$ cat config.mk
export PLATFORM = sky130hd
export DESIGN_NAME = banked_regfile
export DESIGN_NICKNAME = d
export VERILOG_FILES = /design/src/rtl/bankreg_pkg.sv /design/src/rtl/bankreg_mode_dec.sv /design/src/rtl/bankreg_alias.sv /design/src/rtl/bankreg_store.sv /design/src/rtl/bankreg_branch.sv /design/src/rtl/banked_regfile.sv
export SDC_FILE = /design/constraint.sdc
export NUM_CORES = 2
export LEC_CHECK = 0
export ABC_AREA = 0
export ABC_CLOCK_PERIOD_IN_PS = 4590
export BUFFER_PORTS_ARGS = -buffer_cell sky130_fd_sc_hd__clkbuf_2
export CAP_MARGIN = 30
export CORE_UTILIZATION = 31
export DETAILED_ROUTE_END_ITERATION = 8
export HOLD_SLACK_MARGIN = 0.06
export PLACE_DENSITY = 0.53
export SLEW_MARGIN = 20
export SYNTH_ARGS = -nofsm -noshare
export SYNTH_HDL_FRONTEND = slang
export SYNTH_SLANG_ARGS = --single-unit
$ cat constraint.sdc
create_clock -name clk -period 4.59 [get_ports clk]
set_clock_uncertainty 0.1 [all_clocks]
set_input_delay 0.6885 -clock clk [delete_from_list [all_inputs] [get_ports clk]]
set_output_delay 0.6885 -clock clk [all_outputs]
set_load 0.005 [all_outputs]
$ cat src/rtl/bankreg_pkg.sv
package bankreg_pkg;
  localparam int PHYS_N = 31;
  localparam int PHYS_W = $clog2(PHYS_N);
  localparam int SLOT_W = 3;

  // base physical slots for each group
  localparam int HI_USR_BASE = 8;
  localparam int HI_FIQ_BASE = 13;
  localparam int SP_BASE     = 18;
  localparam int LR_BASE     = 25;

  typedef enum logic [4:0] {
    M_USR = 5'b10000,
    M_FIQ = 5'b10001,
    M_IRQ = 5'b10010,
    M_SVC = 5'b10011,
    M_ABT = 5'b10111,
    M_HYP = 5'b11010,
    M_UND = 5'b11011,
    M_SYS = 5'b11111
  } cpu_mode_e;

  typedef struct packed {
    logic              legal;
    logic              fiq;
    logic [SLOT_W-1:0] sp_slot;
    logic [SLOT_W-1:0] lr_slot;
  } mode_info_t;
endpackage

$ cat src/rtl/bankreg_mode_dec.sv
module bankreg_mode_dec
  import bankreg_pkg::*;
(
  input  logic [4:0] mode,
  output mode_info_t info
);
  always_comb begin
    info = '0;
    info.legal = 1'b1;
    unique case (mode)
      M_USR, M_SYS: begin info.sp_slot = 3'd0; info.lr_slot = 3'd0; end
      M_FIQ: begin info.fiq = 1'b1; info.sp_slot = 3'd1; info.lr_slot = 3'd1; end
      M_IRQ: begin info.sp_slot = 3'd2; info.lr_slot = 3'd2; end
      M_SVC: begin info.sp_slot = 3'd3; info.lr_slot = 3'd3; end
      M_ABT: begin info.sp_slot = 3'd4; info.lr_slot = 3'd4; end
      M_HYP: begin info.sp_slot = 3'd5; info.lr_slot = 3'd0; end
      M_UND: begin info.sp_slot = 3'd6; info.lr_slot = 3'd5; end
      default: info.legal = 1'b0;
    endcase
  end
endmodule

$ cat src/rtl/bankreg_alias.sv
module bankreg_alias
  import bankreg_pkg::*;
#(
  parameter int IDX_W = 4
) (
  input  logic [IDX_W-1:0]  idx,
  input  mode_info_t        info,
  output logic [PHYS_W-1:0] phys,
  output logic              is_pc,
  output logic              bad
);
  localparam logic [IDX_W-1:0] PC_IDX = IDX_W'(15);
  localparam logic [IDX_W-1:0] SP_IDX = IDX_W'(13);
  localparam logic [IDX_W-1:0] LR_IDX = IDX_W'(14);

  logic banked_hi;

  always_comb begin
    is_pc     = (idx == PC_IDX);
    banked_hi = (idx == SP_IDX) || (idx == LR_IDX);
    bad       = banked_hi && !info.legal;
    phys      = '0;
    if (idx < IDX_W'(8))
      phys = PHYS_W'(idx);
    else if (idx < SP_IDX)
      phys = info.fiq ? PHYS_W'(idx) + PHYS_W'(HI_FIQ_BASE - 8)
                      : PHYS_W'(idx);
    else if (idx == SP_IDX)
      phys = PHYS_W'(SP_BASE) + PHYS_W'(info.sp_slot);
    else if (idx == LR_IDX)
      phys = PHYS_W'(LR_BASE) + PHYS_W'(info.lr_slot);
  end
endmodule

$ cat src/rtl/bankreg_store.sv
module bankreg_store #(
  parameter int DEPTH  = 31,
  parameter int DATA_W = 32,
  localparam int AW    = $clog2(DEPTH)
) (
  input  logic              clk,
  input  logic              rst,
  input  logic              we,
  input  logic [AW-1:0]     waddr,
  input  logic [DATA_W-1:0] wdata,
  input  logic [AW-1:0]     raddr_a,
  output logic [DATA_W-1:0] rdata_a,
  input  logic [AW-1:0]     raddr_b,
  output logic [DATA_W-1:0] rdata_b
);
  logic [DATA_W-1:0] mem [DEPTH];

  always_ff @(posedge clk) begin
    if (rst) begin
      for (int i = 0; i < DEPTH; i++) mem[i] <= '0;
    end else if (we) begin
      mem[waddr] <= wdata;
    end
  end

  assign rdata_a = (int'(raddr_a) < DEPTH) ? mem[raddr_a] : '0;
  assign rdata_b = (int'(raddr_b) < DEPTH) ? mem[raddr_b] : '0;
endmodule

$ cat src/rtl/bankreg_branch.sv
module bankreg_branch #(
  parameter int DATA_W = 32
) (
  input  logic              clk,
  input  logic              rst,
  input  logic              take,
  input  logic [DATA_W-1:0] value,
  output logic              isa_state,
  output logic              br_valid,
  output logic [DATA_W-1:0] br_target
);
  logic [DATA_W-1:0] mask;

  always_comb begin
    mask = '1;
    mask[0] = 1'b0;
    if (!value[0]) mask[1] = 1'b0;
  end

  always_ff @(posedge clk) begin
    if (rst) begin
      isa_state <= 1'b0;
      br_valid  <= 1'b0;
      br_target <= '0;
    end else begin
      br_valid <= take;
      if (take) begin
        isa_state <= value[0];
        br_target <= value & mask;
      end
    end
  end
endmodule

$ cat src/rtl/banked_regfile.sv
module banked_regfile
  import bankreg_pkg::*;
#(
  parameter int DATA_W = 32,
  parameter int IDX_W  = 4
) (
  input  logic              clk,
  input  logic              rst,
  input  logic [4:0]        mode,
  input  logic [IDX_W-1:0]  rd_a_idx,
  output logic [DATA_W-1:0] rd_a_data,
  input  logic [IDX_W-1:0]  rd_b_idx,
  output logic [DATA_W-1:0] rd_b_data,
  input  logic              wr_en,
  input  logic [IDX_W-1:0]  wr_idx,
  input  logic [DATA_W-1:0] wr_data,
  input  logic [DATA_W-1:0] pc_in,
  output logic              isa_state,
  output logic              br_valid,
  output logic [DATA_W-1:0] br_target,
  output logic              mode_err
);
  localparam int NPORT = 3;  // 0: read A, 1: read B, 2: write

  mode_info_t        info;
  logic [IDX_W-1:0]  idx   [NPORT];
  logic [PHYS_W-1:0] phys  [NPORT];
  logic              is_pc [NPORT];
  logic              bad   [NPORT];
  logic [DATA_W-1:0] mem_a, mem_b;
  logic              store_we, branch_take;

  bankreg_mode_dec u_dec (.mode(mode), .info(info));

  assign idx[0] = rd_a_idx;
  assign idx[1] = rd_b_idx;
  assign idx[2] = wr_idx;

  for (genvar p = 0; p < NPORT; p++) begin : g_alias
    bankreg_alias #(.IDX_W(IDX_W)) u_alias (
      .idx  (idx[p]),
      .info (info),
      .phys (phys[p]),
      .is_pc(is_pc[p]),
      .bad  (bad[p])
    );
  end

  assign store_we    = wr_en && !is_pc[2] && !bad[2];
  assign branch_take = wr_en && is_pc[2];

  bankreg_store #(.DEPTH(PHYS_N), .DATA_W(DATA_W)) u_store (
    .clk    (clk),
    .rst    (rst),
    .we     (store_we),
    .waddr  (phys[2]),
    .wdata  (wr_data),
    .raddr_a(phys[0]),
    .rdata_a(mem_a),
    .raddr_b(phys[1]),
    .rdata_b(mem_b)
  );

  bankreg_branch #(.DATA_W(DATA_W)) u_branch (
    .clk      (clk),
    .rst      (rst),
    .take     (branch_take),
    .value    (wr_data),
    .isa_state(isa_state),
    .br_valid (br_valid),
    .br_target(br_target)
  );

  always_comb begin
    rd_a_data = is_pc[0] ? pc_in : (bad[0] ? '0 : mem_a);
    rd_b_data = is_pc[1] ? pc_in : (bad[1] ? '0 : mem_b);
    mode_err  = bad[0] || bad[1] || (wr_en && bad[2]);
  end
endmodule

## Word-level counts from Yosys, hierarchy flattened

Memories as Yosys holds them, arrays and structs flattened.
Cells that the tools add are included.

- Bitwise gates (word level): 1
- Equality and inequality tests: 17
- Magnitude comparators: 8
- Reduce and logical (&&, ||, !) cells: 17
- Multiplexer cells: 33
- Add/sub/neg operators: 5

Operators with widths:

| kind | count |
|---|---|
| $mux W32 | 7 |
| $mux W5 | 16 |
| $eq A5 B5 Y1 const B | 8 |
| $eq A4 B4 Y1 const B | 9 |
| $pmux W6 S6 | 1 |
| $and A32 B32 Y32 | 1 |
| $reduce_or A32 Y1 | 1 |
| $lt A4 B4 Y1 const B | 6 |
| $add A4 B3 Y5 const B | 3 |
| $lt A5 B5 Y1 const B | 2 |
| $mux W1 | 9 |
| $reduce_or A8 Y1 | 1 |
| $logic_and A1 B1 Y1 | 7 |
| $add A4 B4 Y5 const A | 1 |
| $add A5 B3 Y5 const A | 1 |
| $logic_or A1 B1 Y1 | 5 |
| $logic_not A1 Y1 | 3 |

- Input port bits: 84
- Output and inout bits: 99
- Memories kept: 1
- Register bits: 34
- Word-level logic and storage cells: 85
- Memory bits (writable): 992

Memories:

| memory | words | width | rd ports | clocked after memory_dff | wr ports | line | text |
|---|---|---|---|---|---|---|---|
| u_store.mem | 31 | 32 | 2 | 0 | 31 | bankreg_store.sv:16 | `logic [DATA_W-1:0] mem [DEPTH];` |

## Depth between registers and ports, before layout

- Depth after elaboration: 12
- Gate-level depth with buffers: 16
- Gate-level depth less buffers: 14

## Cells and area by module

From an unflattened synthesis, not the netlist that was laid out.

- Cell total of the unflattened synthesis: 4063
- Area, all modules: 57964.3 sq um

Modules (own cells, without submodules):

| module | times used | cells an instance | area each (sq um) |
|---|---|---|---|
| bankreg_store | 1 | 3705 | 54848.9 |
| bankreg_branch | 1 | 109 | 1222.4 |
| bankreg_alias | 3 | 46 | 340.3 |
| banked_regfile | 1 | 89 | 744.5 |
| bankreg_mode_dec | 1 | 22 | 127.6 |

## Least setup slack after synthesis

OpenSTA, ideal clock, no wires.

- Kind: input-to-output
- Start: input port mode[2]
- End: output port rd_a_data[28]
- Setup slack: 0.311 ns
- Buffers on the path: 2
- Cell stages on the path: 15
- Arrival time: 3.490 ns
- Data required time: 3.802 ns
- Cells stage by stage: buf_6 or3_1 inv_1 ha_1 ha_1 nand2b_1 nand3b_1 a31oi_1 nor2b_1 nor4_1 buf_2 nand3_1 o211ai_1 a2111oi_0 a32o_1

- Word-level cells in the longest chain between the ends: 11
- Elaborated cells between the ends (all ways): 26
- Those cells by class: add/sub: 2; order compare: 1; eq/ne: 8; mux: 11; reduce/logical: 3; memory: 1

RTL lines:

| item | line | text |
|---|---|---|
| from (decl) | banked_regfile.sv:9 | `input logic [4:0] mode,` |
| $eq A5 B5 Y1 | bankreg_mode_dec.sv:10 | `unique case (mode)` |
| $pmux W6 S6 | bankreg_mode_dec.sv:10 |  |
| $add A4 B4 Y5 | bankreg_alias.sv:31 | `phys = PHYS_W'(LR_BASE) + PHYS_W'(info.lr_slot);` |
| $mux W5 | bankreg_alias.sv:30 | `else if (idx == LR_IDX)` |
| $mux W5 | bankreg_alias.sv:28 | `else if (idx == SP_IDX)` |
| $mux W5 | bankreg_alias.sv:25 | `else if (idx < SP_IDX)` |
| $mux W5 | bankreg_alias.sv:23 | `if (idx < IDX_W'(8))` |
| $mem_v2 Z31 W32 or $lt A5 B5 Y1 (tied branches) | - |  |
| $mux W32 | bankreg_store.sv:26 | `assign rdata_a = (int'(raddr_a) < DEPTH) ? mem[raddr_a] : '0;` |
| $mux W32 * (2 in a row) | banked_regfile.sv:75 | `rd_a_data = is_pc[0] ? pc_in : (bad[0] ? '0 : mem_a);` |
| to (decl) | banked_regfile.sv:11 | `output logic [DATA_W-1:0] rd_a_data,` |

Every way passes the cells marked *; elsewhere a longest branch is shown, timed or not.

## Worst setup path in the final report

- Start: input port mode[3]
- End: output port rd_a_data[23]

Same word-level chain as after synthesis.

==> results.toml <==
[final_layout]
nNetsFinal = 7127
drive_gt1_share_pct = 25.4
mostFrequentLayoutCells = "nand2_1 (1799), edfxtp_1 (1024), and2_1 (995), buf_4 (621), nand3_1 (374)"
area_growth_pct = 33.2
final_common_cell = "nand2_1"
fill_cells = 18200

[critical_path]
cp_common_cell = "buf_6"
cp-end-kind = "primary output"
startpoint_type = "input pin"
critPathTopFamily = "simple AND/OR/NAND/NOR gates"
cp_cell_sequence = "clkbuf_16, nor2b_4, or3_4, inv_2, ha_4, ha_4, nand3b_1, nand4b_1, o311a_4, nor2_4, buf_12, buf_8, nor3_4, buf_6, buf_6, buf_8, nand3_4, nand4_1, nor4_4, a32o_2, buf_6"
crit_buf_inv = 8
critical_path.max_stage_delay_ps = 470
worst-path-max-fanout = 5
critPathKind = "in2out"
cp.arrival_ps = 4150
required_ps = 3800
crit_slowest_cell = "nor4_4"

[placement]
port_buffers = 181
place_ws_ps = -1070
globalplace.congestion = 0.948
dp_hpwl_um = 188000

[timing]
max_freq_mhz = 202
setup_ws_ps = -350
fin_crit_ps = 4940
fin_crit_sh_pct = 108
final_max_slew_viol_count = 0
tns_ps = -15060
max-slew-margin-rel_pct = 31.3
rsz0062_at_grt = "yes"
setup-violations-final = 64
finalHoldViolCount = 0
tightest_slew_ps = 1030

[yosys]
ys_warn_count = 0
synth_top_family_by_area = "simple AND/OR/NAND/NOR gates"
netlist_area_um2 = 59200
synth_xor_area_share_pct = 0.0148
ys.flop_type = "edfxtp_1"
syn-num-nets = 6464
yosysSeqAreaShare_pct = 53.0
ys_async_sr_fraction_pct = 0
synthSimpleGateAreaFrac_pct = 31.0
synth_edf_count = 1024
ys_ff_latch = 1057
synth_mux_area_share_pct = 2.45
syn_avg_cell_area_um2 = 9.30
synth_compound_area_share_pct = 8.98
netlist_instances = 6365
synth_fa_ha_area_share_pct = 0.317
ys_types = 73

[floorplan]
coreArea_um2 = 190000
io_pins = 183
die_x_um = 439
die_area_um2 = 193000
die_height_um = 439
fp-row-count = 160
start_util_pct = 31.2

[routing]
drtIter0Drc = 6541
antenna_left = 0
drcViolationCount = 0
routed_via_density = 5.63
num_vias = 54300
wl_um = 278000
dr.pass1.iters = 9
wl_per_cell_um = 28.8

[grt]
grt_pass1_wl_um = 384000
grt_pass1_vias = 51300
grt_max_degree = 65
antenna_found_initial = 12
gr-total-overflow = 0
track_usage_pct = 27.8

[clock_tree]
insertion_delay_ps = 790
clkSinkCount = 1057
numCtsBuffers = 132
cts_tree = "yes"
clkTransAtPathRegs_ps = 60
cts_buffer_depth = 3
htree_levels = 4
cts_root_buf = "clkbuf_16"

[worst_hold_path]
min_path_type = "in2reg"

[job]
maxCapViolCount = 0

[power_and_ir_drop]
ir_worst_vdd_mv = 0.351
total_power_uw = 28000
power-per-cell-area_nw_per_um2 = 355
leakage_uw = 0.0308

[status]
violations = "setup timing"
status = "complete, but fails checks"
==> cells in the mapped netlist, drive strengths merged, types with 35 or more instances <==
master	count	area (um^2)
mux2i	135	1350
a311oi	125	1100
edfxtp	1024	30700
clkbuf	408	1530
a21oi	141	709
nand2	1812	6800
a221oi	62	549
buf	186	885
o21ai	101	505
nor4	35	234
a31oi	38	238
and3	222	1390
a211oi	44	330
o211ai	41	322
and2	997	6240
nor2	208	786
a32o	61	611
nand3	426	2130
or2	36	228
==> sequential cells by signal, indices dropped and copies added (netlist names) <==
| signal | cells |
|---|---|
| u_store.mem | 1024 |
| u_branch.br_valid | 1 |
| u_branch.br_target | 31 |
| u_branch.isa_state | 1 |
==> layout make-up <==
class | instances | area (um^2) | area share, %
Sequential cell | 1057 | 31400 | 39.8
Multi-Input combinational cell | 4697 | 28600 | 36.3
Timing Repair Buffer | 1123 | 11500 | 14.6
Clock buffer | 167 | 3480 | 4.41
Tap cell | 2511 | 3140 | 3.98
Clock inverter | 65 | 667 | 0.845
Inverter | 17 | 66.3 | 0.0841
Antenna cell | 6 | 15.0 | 0.0190
==> kinds of logic after synthesis <==
logic type | count (synthesis)
adders and majority gates | 15
xor gates and xnor gates | 1
DFF | 1057
and+or+nand+nor | 3820
other | 1
AOI/OAI and AO/OA | 719
buffers and inverters | 611
muxes | 141
==> final timing paths <==
kind                                             from                             endpoint  slack (ps)  cells past startpoint
hold / removal                                    rst  u_branch.br_target[31]$_SDFFE_PP0P_         310                      3
setup / recovery                              mode[3]                        rd_a_data[23]        -350                     21
setup reg to reg  u_branch.br_target[24]$_SDFFE_PP0P_  u_branch.br_target[24]$_SDFFE_PP0P_        3860                      2
hold reg to reg   u_branch.br_target[17]$_SDFFE_PP0P_  u_branch.br_target[17]$_SDFFE_PP0P_         350                      2
==> per-layer routing <==
layer	share of wire (%)	GRT usage (%)	vias to the layer above
met4	7.6	18.2	2
met3	7.4	3.27	671
met2	47	45.8	2932
li1	-	-	23600
met5	0.0068	0	-
met1	38	34.4	27000
==> report_power, final <==
part / switching, uW / internal (uW) / total (uW)
Sequential: 318 / 11100 / 11400
Clock: 4450 / 5850 / 10300
Combinational: 3770 / 2530 / 6290
Total: 8530 / 19500 / 28000
==> stage by stage <==
step	utilization, %	cells	hold WS (ps)	area, um^2
2_1_floorplan	-	6365	348	59200
3_3_place_gp	36.0	9227	341	68500
3_5_place_dp	36.0	9229	349	68500
4_1_cts	40.6	9581	357	77100
5_1_grt	41.5	9639	300	78900
6_report	41.5	9643	310	78900
==> worst register-to-register path: cells and delay by family (launching register included) <==
| kind | cells | cell delay, ps |
|---|---|---|
| AOI/OAI and AO/OA | 1 | 180 |
| and+or+nand+nor | 1 | 50 |
| DFF | 1 | 330 |
==> timing repair <==
item,in CTS,in global routing
setup buffers,125,69
hold buffers,0,0
gates cloned,24,11
resized for setup,579,262
pin swaps,175,152
setup endpoints to repair,64,64
No activity file was read; power rests on OpenSTA's default activity.
